$ cat config.mk
export PLATFORM = sky130hd
export DESIGN_NAME = qdec_counter
export DESIGN_NICKNAME = d
export VERILOG_FILES = /design/src/rtl/qdec_pkg.sv /design/src/rtl/qdec_phase.sv /design/src/rtl/qdec_gap.sv /design/src/rtl/qdec_accum.sv /design/src/rtl/qdec_counter.sv
export SDC_FILE = /design/constraint.sdc
export NUM_CORES = 1
export LEC_CHECK = 0
export ABC_AREA = 1
export ABC_CLOCK_PERIOD_IN_PS = 7300
export BUFFER_PORTS_ARGS = -buffer_cell sky130_fd_sc_hd__buf_2
export CAP_MARGIN = 20
export CORE_MARGIN = 2
export CORE_UTILIZATION = 60
export CTS_CLUSTER_DIAMETER = 30
export DETAILED_ROUTE_END_ITERATION = 8
export HOLD_SLACK_MARGIN = 0.08
export MAX_ROUTING_LAYER = met4
export PLACE_DENSITY_LB_ADDON = 0.1
export SYNTH_ARGS = -nofsm -noshare
export SYNTH_HDL_FRONTEND = slang
export SYNTH_SLANG_ARGS = --single-unit
$ cat constraint.sdc
create_clock -name clk -period 7.3 [get_ports clk]
set_input_delay 0.73 -clock clk [delete_from_list [all_inputs] [get_ports clk]]
set_output_delay 0.73 -clock clk [all_outputs]
set_load 0.05 [all_outputs]
$ cat src/rtl/qdec_pkg.sv
package qdec_pkg;
    typedef enum logic [1:0] {
        STEP_NONE = 2'd0,
        STEP_UP   = 2'd1,
        STEP_DOWN = 2'd2,
        STEP_BAD  = 2'd3
    } step_e;
endpackage

$ cat src/rtl/qdec_phase.sv
module qdec_phase (
    input  logic              clk,
    input  logic              rst_n,
    input  logic              phase_a,
    input  logic              phase_b,
    output qdec_pkg::step_e   step_o
);
    import qdec_pkg::*;

    typedef struct packed {
        logic [1:0] ab;
        logic       primed;
    } phase_s;

    phase_s st_d, st_q;
    logic [1:0] cur;

    always_comb begin
        cur          = {phase_a, phase_b};
        st_d.ab      = cur;
        st_d.primed  = 1'b1;
        step_o       = STEP_NONE;
        if (st_q.primed && (cur != st_q.ab)) begin
            if ((cur ^ st_q.ab) == 2'b11)
                step_o = STEP_BAD;
            else if (cur[1] ^ st_q.ab[0])
                step_o = STEP_UP;
            else
                step_o = STEP_DOWN;
        end
    end

    always_ff @(posedge clk or negedge rst_n) begin
        if (!rst_n) st_q <= '0;
        else        st_q <= st_d;
    end
endmodule

$ cat src/rtl/qdec_gap.sv
module qdec_gap #(
    parameter int GAP_W = 8
) (
    input  logic             clk,
    input  logic             rst_n,
    input  logic             edge_i,
    input  logic [GAP_W-1:0] min_gap,
    output logic             too_close_o
);
    localparam logic [GAP_W-1:0] GAP_MAX = '1;

    logic [GAP_W-1:0] gap_d, gap_q;

    always_comb begin
        too_close_o = edge_i && (gap_q < min_gap);
        if (edge_i)
            gap_d = {{(GAP_W-1){1'b0}}, 1'b1};
        else if (gap_q != GAP_MAX)
            gap_d = gap_q + 1'b1;
        else
            gap_d = gap_q;
    end

    always_ff @(posedge clk or negedge rst_n) begin
        if (!rst_n) gap_q <= GAP_MAX;
        else        gap_q <= gap_d;
    end
endmodule

$ cat src/rtl/qdec_accum.sv
module qdec_accum #(
    parameter int CNT_W = 16
) (
    input  logic              clk,
    input  logic              rst_n,
    input  logic              clr_i,
    input  qdec_pkg::step_e   step_i,
    input  logic              too_close_i,
    output logic [CNT_W-1:0]  count_o,
    output logic              err_evt_o,
    output logic              ovf_evt_o,
    output logic              zero_evt_o
);
    import qdec_pkg::*;

    localparam logic [CNT_W-1:0] CMAX = {1'b0, {(CNT_W-1){1'b1}}};
    localparam logic [CNT_W-1:0] CMIN = {1'b1, {(CNT_W-1){1'b0}}};

    typedef struct packed {
        logic [CNT_W-1:0] cnt;
        logic             pend;
        logic             err;
        logic             ovf;
        logic             zero;
    } acc_s;

    acc_s st_d, st_q;
    logic [CNT_W-1:0] nxt;

    always_comb begin
        st_d      = st_q;
        st_d.err  = 1'b0;
        st_d.ovf  = 1'b0;
        st_d.zero = 1'b0;
        nxt       = st_q.cnt;
        if (clr_i) begin
            st_d.cnt  = '0;
            st_d.pend = 1'b0;
        end else if (!st_q.pend && step_i != STEP_NONE) begin
            if (step_i == STEP_BAD || too_close_i) begin
                st_d.pend = 1'b1;
                st_d.err  = 1'b1;
            end else begin
                if (step_i == STEP_UP) begin
                    nxt      = st_q.cnt + 1'b1;
                    st_d.ovf = (st_q.cnt == CMAX);
                end else begin
                    nxt      = st_q.cnt - 1'b1;
                    st_d.ovf = (st_q.cnt == CMIN);
                end
                st_d.cnt  = nxt;
                st_d.zero = (nxt == '0);
            end
        end
    end

    always_ff @(posedge clk or negedge rst_n) begin
        if (!rst_n) st_q <= '0;
        else        st_q <= st_d;
    end

    assign count_o    = st_q.cnt;
    assign err_evt_o  = st_q.err;
    assign ovf_evt_o  = st_q.ovf;
    assign zero_evt_o = st_q.zero;

    assert_frozen_R6: assert property (@(posedge clk) disable iff (!rst_n)
        (st_q.pend && !clr_i) |=> ($stable(count_o) && !err_evt_o && !ovf_evt_o && !zero_evt_o));

    assert_wrap_up_R8: assert property (@(posedge clk) disable iff (!rst_n)
        (!clr_i && !st_q.pend && step_i == STEP_UP && !too_close_i && count_o == CMAX)
        |=> (ovf_evt_o && count_o == CMIN));

    assert_clear_R7: assert property (@(posedge clk) disable iff (!rst_n)
        clr_i |=> (count_o == '0 && !err_evt_o && !ovf_evt_o && !zero_evt_o));

    assert_zero_R9: assert property (@(posedge clk) disable iff (!rst_n)
        zero_evt_o |-> (count_o == '0));

    assert_bad_step_R4: assert property (@(posedge clk) disable iff (!rst_n)
        (!clr_i && !st_q.pend && step_i == STEP_BAD) |=> (err_evt_o && $stable(count_o)));

    assert_one_evt_R4: assert property (@(posedge clk) disable iff (!rst_n)
        $onehot0({err_evt_o, ovf_evt_o, zero_evt_o}));
endmodule

$ cat src/rtl/qdec_counter.sv
module qdec_counter #(
    parameter int CNT_W = 16,
    parameter int GAP_W = 8
) (
    input  logic             clk,
    input  logic             rst_n,
    input  logic             phase_a,
    input  logic             phase_b,
    input  logic             clr_cnt,
    input  logic [GAP_W-1:0] min_gap,
    output logic [CNT_W-1:0] count,
    output logic             err_evt,
    output logic             ovf_evt,
    output logic             zero_evt
);
    import qdec_pkg::*;

    step_e step;
    logic  edge_seen;
    logic  too_close;

    assign edge_seen = (step != STEP_NONE);

    qdec_phase u_phase (
        .clk     (clk),
        .rst_n   (rst_n),
        .phase_a (phase_a),
        .phase_b (phase_b),
        .step_o  (step)
    );

    qdec_gap #(.GAP_W(GAP_W)) u_gap (
        .clk         (clk),
        .rst_n       (rst_n),
        .edge_i      (edge_seen),
        .min_gap     (min_gap),
        .too_close_o (too_close)
    );

    qdec_accum #(.CNT_W(CNT_W)) u_accum (
        .clk         (clk),
        .rst_n       (rst_n),
        .clr_i       (clr_cnt),
        .step_i      (step),
        .too_close_i (too_close),
        .count_o     (count),
        .err_evt_o   (err_evt),
        .ovf_evt_o   (ovf_evt),
        .zero_evt_o  (zero_evt)
    );

    assert_close_err_R5: assert property (@(posedge clk) disable iff (!rst_n)
        (!clr_cnt && too_close && !err_evt && !$isunknown(count)) |=> ($stable(count) && !ovf_evt && !zero_evt));
endmodule

Word-level counts from Yosys, hierarchy flattened --
Index checks and enable logic that the tools add are counted.
Word-level totals: input port bits 13, bits in registers 31
Operators by class: equality and inequality tests 8, $add $sub $neg 3, magnitude comparators 1, reductions and logical operators 12, bitwise logic cells 2, mux-type cells 16
Operators with widths (number):
- 16-bit two-way mux | 5
- 20-bit two-way mux | 1
- 17-bit two-way mux | 1
- 16-bit by 1-bit adder with 16-bit output, second input constant | 1
- 16-bit by 15-bit equality test with 1-bit output, second input constant | 1
- 16-bit equality test, second input constant | 1
- 16-bit zero test | 1
- 8-bit two-way mux | 2
- 16-bit by 1-bit subtractor with 16-bit output, second input constant | 1
- 2-bit two-way mux | 5
- 8-bit by 1-bit adder with 8-bit output, second input constant | 1
- 8-bit less-than comparator | 1
- 8-bit != test, second input constant | 1
- 2-bit nonzero test | 4
- 2-bit equality test, second input constant | 2
- 2-bit AND reduction | 2
- 1-bit logical AND | 3
- 3-bit two-way mux | 1
- 2-bit by 1-bit equality test with 1-bit output, second input constant | 1
- 2-bit != test | 1
- 2-bit != test, second input constant | 1
- 2-bit XOR | 1
- 1-bit zero test | 1
- 1-bit logical OR | 1
- 2 further kinds | 2

Longest topological paths before layout --
Gate-level depths: netlist of run 1.
depth in word-level cells 14, gate-level depth with buffers 22

Modules after synthesis --
From an unflattened synthesis of run 1, not the netlist that was laid out.
Unflattened totals: cells, all modules 425, area total of the unflattened synthesis 2768.9 um2
By module, submodules not included:
- qdec_accum | area each 1915.6 um2, cells each 304, instances 1
- qdec_gap | area each 660.6 um2, cells each 88, instances 1
- qdec_phase | area each 181.4 um2, cells each 30, instances 1
- qdec_counter | area each 11.3 um2, cells each 3, instances 1

Worst setup path before layout of run 1 --
No wires, ideal clock.
path kind input port to flip-flop, from input port phase_b, to register u_accum.st_q (netlist bit u_accum.zero_evt_o), library setup time 0.071 ns, path slack 4.667 ns, stages on the path 20, path buffers 1, arrival 2.562 ns, cells stage by stage xnor2_1 > nand2_1 > nand2_2 > clkinv_2 > nand2_4 > ha_1 > buf_2 > nand2_1 > nand2_1 > inv_1 > nand2_1 > nand2_1 > nand2_1 > nand2_1 > nand3_1 > inv_1 > nand2_1 > nand2_1 > nand3_1 > nor2_1
RTL lines:
- start, declared | line qdec_counter.sv:8 | input logic phase_b,
- end signal, assigned | line qdec_accum.sv:59 | else st_q <= st_d;
- end, declared | line qdec_accum.sv:27 | acc_s st_d, st_q;

==> run_results.csv, run 1 <==
group,metric,value,unit
timing,period_share,0.3960,
placement,port_buffers,31,
cells_and_area,fillCellCount,418,
cells_and_area,final_common_cell,"nand2_1",
placement,dpl-instance-area,2880,µm²
cells_and_area,stdcell_area,2969,µm²
die,dieArea,5249,µm²
timing,fmax,346.0,MHz
cts,clock_latency,290,ps
placement,place_hpwl,4.958,mm
logic_synthesis,netlist_area,2811,µm²
cts,cts_root_buf,"clkbuf_8",
critical_path,cp-start-kind,"input port",
critical_path,end_kind,"flip-flop",
cts,clkTransAtPathRegs,70,ps
critical_path,path_buf_inv,3,
timing,timing.setup.tns,0,ps
critical_path,timing.rr.end,"u_accum.zero_evt_o$_DFF_PN0_",
detailed_routing,dr_wl_met2,2.838,mm
status,outcome,"complete, no violations",
cts,htreeDepth,2,
cells_and_area,num-nets-final,470,
cts,cts_num_sinks,31,
critical_path,cp.required,7520,ps
cts,cts_buffers,5,
timing,relSlewSlack,0.5330,
timing,fin_hold_ws,486.4,ps
logic_synthesis,avgSynthCellArea,6.874,µm²
detailed_routing,drtIter0Drc,212,
timing,final-setup-viol-count,0,
detailed_routing,remaining_drc_errors,0,
detailed_routing,top_layer,"met4",
timing,slew_viol_final,0,
power_and_ir_drop,power_density,154.4,nW/µm²
cells_and_area,n_antenna_cell,0,
cts,clock_path_buffers,2,
timing,rsz0062_at_grt,"false",
detailed_routing,wl_met3,325,µm
logic_synthesis,syn-instance-count,409,
grt,grt_pass1_vias,2565,
hold_path,hp-class,"in2async",
power_and_ir_drop,clkPwrFrac,0.299,
detailed_routing,firstDrtPassIters,5,
logic_synthesis,synthTopCellsByArea,"dfrtp_1, nand2_1, ha_1, nand3_1, inv_1",
critical_path,path_delay_family,"simple AND/OR/NAND/NOR gates",
logic_synthesis,synth_top_area_cell,"dfrtp_1",
power_and_ir_drop,switching_share,0.3607,
timing,period_needed,2890,ps
die,io_pins,32,
die,core_area,4444,µm²
timing,worst_pin_slew,700.5,ps
grt,grtUsageTotal,0.2809,
logic_synthesis,synth-seq-cells,31,
logic_synthesis,synth_top_flop_cell,"dfrtp_1",
placement,gp_congestion,0.9582,
power_and_ir_drop,internal-power,293.2,µW
cts,hold_buffers,0,
grt,antenna_found_initial,0,
flow_run,maxCapViolations,0,
grt,grt_pass1_wl,11.22,mm
die,rows,24,
critical_path,slowest_delay,360,ps
detailed_routing,vias_per_cell,5.529,
detailed_routing,wl_per_cell,13.40,µm
placement,dpl_worst_slack,4189,ps
timing,fin_ws,4410,ps
detailed_routing,antenna_left,0,
critical_path,timing.critical_path.mode_cell,"nand2_1",
detailed_routing,vias,2654,
critical_path,arrival,3110,ps
detailed_routing,wl_met1,3.183,mm
cts,post-cts-setup-buffers,0,
critical_path,crit_chain,"buf_2 > xnor2_1 > nand2_1 > nand2_2 > clkinv_2 > nand2_4 > ha_1 > nand2_1 > nand2_1 > inv_1 > nand2_1 > nand2_1 > nand2_1 > nor2_1 > nand3_1 > nor2_1 > nand4_1 > nor2_1",
power_and_ir_drop,pwr-share-comb,0.274,
critical_path,worst_path_max_delay_cell,"ha_1",
timing,finalHoldViolCount,0,
logic_synthesis,netlist.area_leader.share,0.2047,
cells_and_area,layout_common_cells,"nand2_1, inv_1, nand3_1, buf_2, ha_1",
logic_synthesis,ys_seq_area_frac,0.2795,
power_and_ir_drop,switching_power,165.4,µW
die,die_h,72.45,µm
cts,cts_resized,0,
grt,grt_overflow,0,
logic_synthesis,synth_warnings,0,
logic_synthesis,synth_cell_type_count,34,
critical_path,crit_type,"in2reg",
die,start_util,0.6326,
critical_path,rr_worst_depth,17,
power_and_ir_drop,vdd_drop_max,0.0001137,V
critical_path,reg2reg_slack,4520,ps
power_and_ir_drop,sequentialPowerShare,0.427,
cts,cts_tree,"yes",
critical_path,reg2reg_from,"u_phase.st_q[1]$_DFF_PN0_",
cells_and_area,area_growth,5.608,%
die,die_w,72.45,µm
logic_synthesis,synthArstFlopShare,1.000,
power_and_ir_drop,p_leak,0.001705,µW
cells_and_area,drive_above_1_share,0.1425,
logic_synthesis,synth_edf_count,0,
critical_path,crit_fanout,21,
detailed_routing,wl,6.432,mm
timing,worst_clock_skew,4.200,ps
grt,grt_max_degree,32,
logic_synthesis,synthesis.nets,452,
[sequential cells by signal, summed over array words and instances (netlist names)]
signal and count:
u_accum.ovf_evt_o 1, u_phase.st_q 3, u_accum.st_q 1, u_accum.zero_evt_o 1, u_accum.count_o 16, u_accum.err_evt_o 1
u_gap.gap_q 8
[power groups by stage]
stage	logic [µW]	clock network, µW	registers (µW)
global route	145	143	198
detailed placement	124	0	199
floorplan	92.9	0	197
CTS	125	139	196
global placement	122	0	199
finish	126	137	196
[synth_stat cells (3+ instances only)]
library cell and count:
a21oi_1 19, a31oi_1 4, buf_4 16, dfrtp_1 23, dfstp_2 8, ha_1 29, inv_1 59, nand2_1 118
nand2_2 6, nand3_1 46, nand3b_1 3, nand4_1 8, nor2_1 25, nor2_2 4, o21ai_0 12, o21ai_1 3
xnor2_1 4, xor2_1 3
[layout make-up]
type	instances	area [µm²]	share of cell area
Multi-Input combinational cell	298	1648	0.5550
Sequential cell	31	785.8	0.2646
Inverter	60	226.5	0.07627
Timing Repair Buffer	31	155.1	0.05225
Clock buffer	5	68.82	0.02318
Tap cell	52	65.06	0.02191
Clock inverter	3	20.02	0.006743
[worst max path at each step]
stage / from / end / slack, ps / depth (start not counted)
4_1_cts: phase_a / u_accum.zero_evt_o$_DFF_PN0_ / 4470 / 16
3_5_place_dp: phase_a / u_accum.zero_evt_o$_DFF_PN0_ / 4190 / 16
3_3_place_gp: phase_a / u_accum.zero_evt_o$_DFF_PN0_ / 4240 / 16
5_1_grt: phase_b / u_accum.zero_evt_o$_DFF_PN0_ / 4110 / 20
6_report: phase_a / u_accum.zero_evt_o$_DFF_PN0_ / 4410 / 18
2_1_floorplan: phase_b / u_accum.zero_evt_o$_DFF_PN0_ / 4670 / 20
[stage by stage]
stage / total power, µW / std cells / utilization
after floorplan: 290.3 / 409 / -
after global placement: 320.4 / 472 / 0.6481
after detailed placement: 322.5 / 472 / 0.6481
after CTS: 459.0 / 480 / 0.6681
after global routing: 486.2 / 480 / 0.6681
final: 458.6 / 480 / 0.6681
[logic make-up (layout without fill, tap and decap cells)]
family                   after synthesis  after routing  share of synthesized area
AND/OR/NAND/NOR                      217            217                     0.3440
AO/OA/AOI/OAI                         43             43                    0.08278
adder cells (fa/ha/maj)               30             30                     0.1362
XOR/XNOR                               7              7                    0.02181
buffers and inverters                 80             99                     0.1344
other                                  1              1                   0.001334
flip-flops                            31             31                     0.2795
[per-layer routing]
layer | vias up | GRT usage
met4 | 0 | 0.09465
met3 | 10 | 0.05139
met5 | - | -
met2 | 86 | 0.4353
li1 | 1349 | -
met1 | 1209 | 0.3722
Note: power is estimated with default switching activity, not from simulation.
==> run 2: changes to the inputs <==
- ABC_AREA: 1 -> 0
- ABC_CLOCK_PERIOD_IN_PS: 7300 -> 2500
- CORE_UTILIZATION: 60 -> 52
- clock period: 7.3 -> 2.5 ns (I/O delays scaled with it)
==> run 2 against run 1 <==
- the run now ends with negative setup slack left
- sequential share of layout area down 3.8 points
- worst setup slack worse by 5100 ps
- routed wire length up 3.0%
- non-clock buffer count up 73
- power rose to 3.3 times the previous value
- synthesized area down 15%
- critical path depth down 5
- die area down 1.6%
- count of clock-buffer cells in the layout up 2
- largest power group unchanged
- highest routed layer unchanged
==> run_results.csv, run 2 <==
group,metric,value,unit
placement,place_hpwl,4.464,mm
logic_synthesis,synth-seq-cells,31,
cells_and_area,layout_common_cells,"buf_4, buf_2, nand2_1, nor2_1, dfrtp_1",
critical_path,end_kind,"flip-flop",
placement,dpl-instance-area,2955,µm²
critical_path,cp.required,2700,ps
cells_and_area,multi_input_area,1723,µm²
cells_and_area,drive_above_1_share,0.4460,
cts,htreeDepth,2,
timing,slew_viol_final,0,
timing,period_share,1.273,
power_and_ir_drop,switching_share,0.3239,
timing,worst_pin_slew,694.0,ps
timing,fmax,314.3,MHz
grt,grt_pass1_wl,10.65,mm
power_and_ir_drop,power_density,438.9,nW/µm²
cells_and_area,num-nets-final,403,
cells_and_area,register_area,785.8,µm²
grt,grt_overflow,0,
logic_synthesis,synth_cell_type_count,44,
cts,cts_buffers,5,
detailed_routing,vias_per_cell,5.533,
critical_path,crit_chain,"xor2_2 > o21a_2 > nand3_4 > inv_1 > fa_2 > nand2b_4 > a21oi_1 > xor2_1 > or3_1 > nor4_1 > and4b_1 > nand4_1 > nor4_2",
power_and_ir_drop,switching_power,492.6,µW
die,rows,24,
power_and_ir_drop,vdd_drop_max,0.0003330,V
timing,final-setup-viol-count,12,
die,die_h,71.86,µm
critical_path,crit_type,"reg2reg",
detailed_routing,wl_per_cell,16.03,µm
logic_synthesis,avgSynthCellArea,8.936,µm²
detailed_routing,antenna_left,0,
die,start_util,0.5462,
logic_synthesis,synth_warnings,0,
grt,grt_max_degree,32,
critical_path,crit_fanout,7,
detailed_routing,firstDrtPassIters,4,
logic_synthesis,synthArstFlopShare,1.000,
detailed_routing,wl,6.622,mm
cells_and_area,fillCellCount,278,
cts,cts_root_buf,"clkbuf_8",
cts,cts_tree,"yes",
placement,dp_cells,385,
grt,grtUsageTotal,0.2787,
grt,antenna_found_initial,0,
power_and_ir_drop,sequentialPowerShare,0.381,
hold_path,hp-class,"in2reg",
power_and_ir_drop,p_leak,0.001794,µW
die,dieArea,5164,µm²
critical_path,path_delay_family,"simple AND/OR/NAND/NOR gates",
placement,port_buffers,31,
critical_path,cp-start-kind,"flip-flop",
cts,clock_path_buffers,2,
cts,cts_num_sinks,31,
cts,clock_latency,290,ps
power_and_ir_drop,pwr-share-comb,0.342,
cells_and_area,final_common_cell,"buf_4",
cells_and_area,stdcell_area,3465,µm²
logic_synthesis,yosysMostFrequentCell,"ha_1",
critical_path,slowest_delay,400,ps
flow_run,maxCapViolations,0,
timing,period_needed,3181,ps
detailed_routing,drtIter0Drc,185,
timing,relSlewSlack,0.5373,
detailed_routing,vias,2285,
timing,rsz0062_at_grt,"true",
cells_and_area,n_antenna_cell,0,
status,outcome,"complete, but fails checks",
critical_path,path_buf_inv,1,
logic_synthesis,ys_seq_area_frac,0.3281,
cells_and_area,area_growth,44.67,%
cells_and_area,finalNonFillerCells,413,
logic_synthesis,synth_edf_count,0,
logic_synthesis,synthTopCellsByArea,"dfrtp_1, ha_1, dfstp_2, buf_4, xor2_1",
die,io_pins,32,
cells_and_area,largest_register_ffs,16,
timing,worst_clock_skew,5.062,ps
die,die_w,71.86,µm
critical_path,arrival,3380,ps
timing,finalHoldViolCount,0,
logic_synthesis,synthesis.nets,311,
status,failed_checks,"negative setup slack",
detailed_routing,remaining_drc_errors,0,
cts,clkTransAtPathRegs,70,ps
logic_synthesis,synth_top_flop_cell,"dfrtp_1",
logic_synthesis,synthTopCellsByCount,"ha_1, nand2_1, dfrtp_1, nor2_1, inv_1",
placement,gp_congestion,0.9371,
logic_synthesis,synth_top_area_cell,"dfrtp_1",
power_and_ir_drop,internal-power,1028,µW
logic_synthesis,netlist.area_leader.share,0.2403,
logic_synthesis,netlist_area,2395,µm²
grt,grt_pass1_vias,2272,
power_and_ir_drop,clkPwrFrac,0.277,
critical_path,worst_path_max_delay_cell,"dfrtp_1",
die,core_area,4384,µm²
logic_synthesis,syn-instance-count,268,
timing,fin_ws,-681.3,ps
[run 2: logic make-up after synthesis]
family,count (synthesis),synth area share
AND/OR/NAND/NOR,89,0.1850
AO/OA/AOI/OAI,57,0.1562
buffers and inverters,37,0.08307
flip-flops,31,0.3281
adder cells (fa/ha/maj),30,0.1599
XOR/XNOR,20,0.07315
multiplexers,3,0.01306
other,1,0.001566
[run 2: layer usage]
layer,track usage,vias up,part of all wire
li1,-,1112,-
met1,0.3509,1107,0.44
met2,0.4516,51,0.49
met3,0.05345,15,0.043
met4,0.09224,0,0.021
met5,-,-,0
[run 2: through the flow]
step	util	total power, µW	setup WS (ps)	hold WS (ps)	setup TNS, ps
final	0.7902	1521	-681.3	111.9	-4924
after floorplan	-	828.3	-592.9	-45.59	-2999
after global placement	0.6741	985.4	-635.3	329.3	-3916
after CTS	0.7637	1493	-559.1	108.8	-3845
after global routing	0.7902	1602	-826.4	104.0	-6699
after detailed placement	0.6741	1008	-715.9	333.5	-4645
[run 2: what timing repair did]
action                                  in CTS  in global routing
endpoints found under the setup margin      12                 16
hold buffers                                 1                  0
cloned                                       0                  0
hold endpoints to repair                    23                  0
buffers inserted                            14                  5
pin swaps                                   14                 13
gates resized for setup                     34                 15
[run 2: final cells by class]
class                      instances  area share
clock buffer                       7     0.02492
clock inverter                     1    0.001445
inverter                          18     0.01950
multi-input combinational        200      0.4973
sequential                        31      0.2268
tap                               52     0.01878
timing repair buffer             104      0.2113
[run 2: worst reg2reg max path, stage by stage, from the launching register on]
cell      delay (ps)
dfrtp_1          400
xor2_2           160
o21a_2           240
nand3_4          130
inv_1             80
fa_2             340
nand2b_4         150
a21oi_1          220
xor2_1           140
or3_1            350
nor4_1           320
and4b_1          280
nand4_1          120
nor4_2           160
[run 2: final timing paths]
kind | start | slack (ps) | to | depth (start not counted)
min in group asynchronous | rst_n | 550 | u_accum.count_o[4]$_DFFE_PN0P_ | 2
min | phase_b | 110 | u_phase.st_q[1]$_DFF_PN0_ | 1
max in group asynchronous | rst_n | 1510 | u_accum.count_o[0]$_DFFE_PN0P_ | 2
max reg2reg | u_phase.st_q[2]$_DFF_PN0_ | -680 | u_accum.zero_evt_o$_DFF_PN0_ | 13
min reg2reg | u_accum.st_q[3]$_DFFE_PN0P_ | 530 | u_accum.st_q[3]$_DFFE_PN0P_ | 2
max | u_phase.st_q[2]$_DFF_PN0_ | -680 | u_accum.zero_evt_o$_DFF_PN0_ | 13
[run 2: power groups by stage]
stage	clock [µW]	sequential [µW]	combinational [µW]
6_report	422	579	520
5_1_grt	449	585	569
4_1_cts	427	580	485
3_5_place_dp	0	588	420
3_3_place_gp	0	585	401
2_1_floorplan	0	582	246
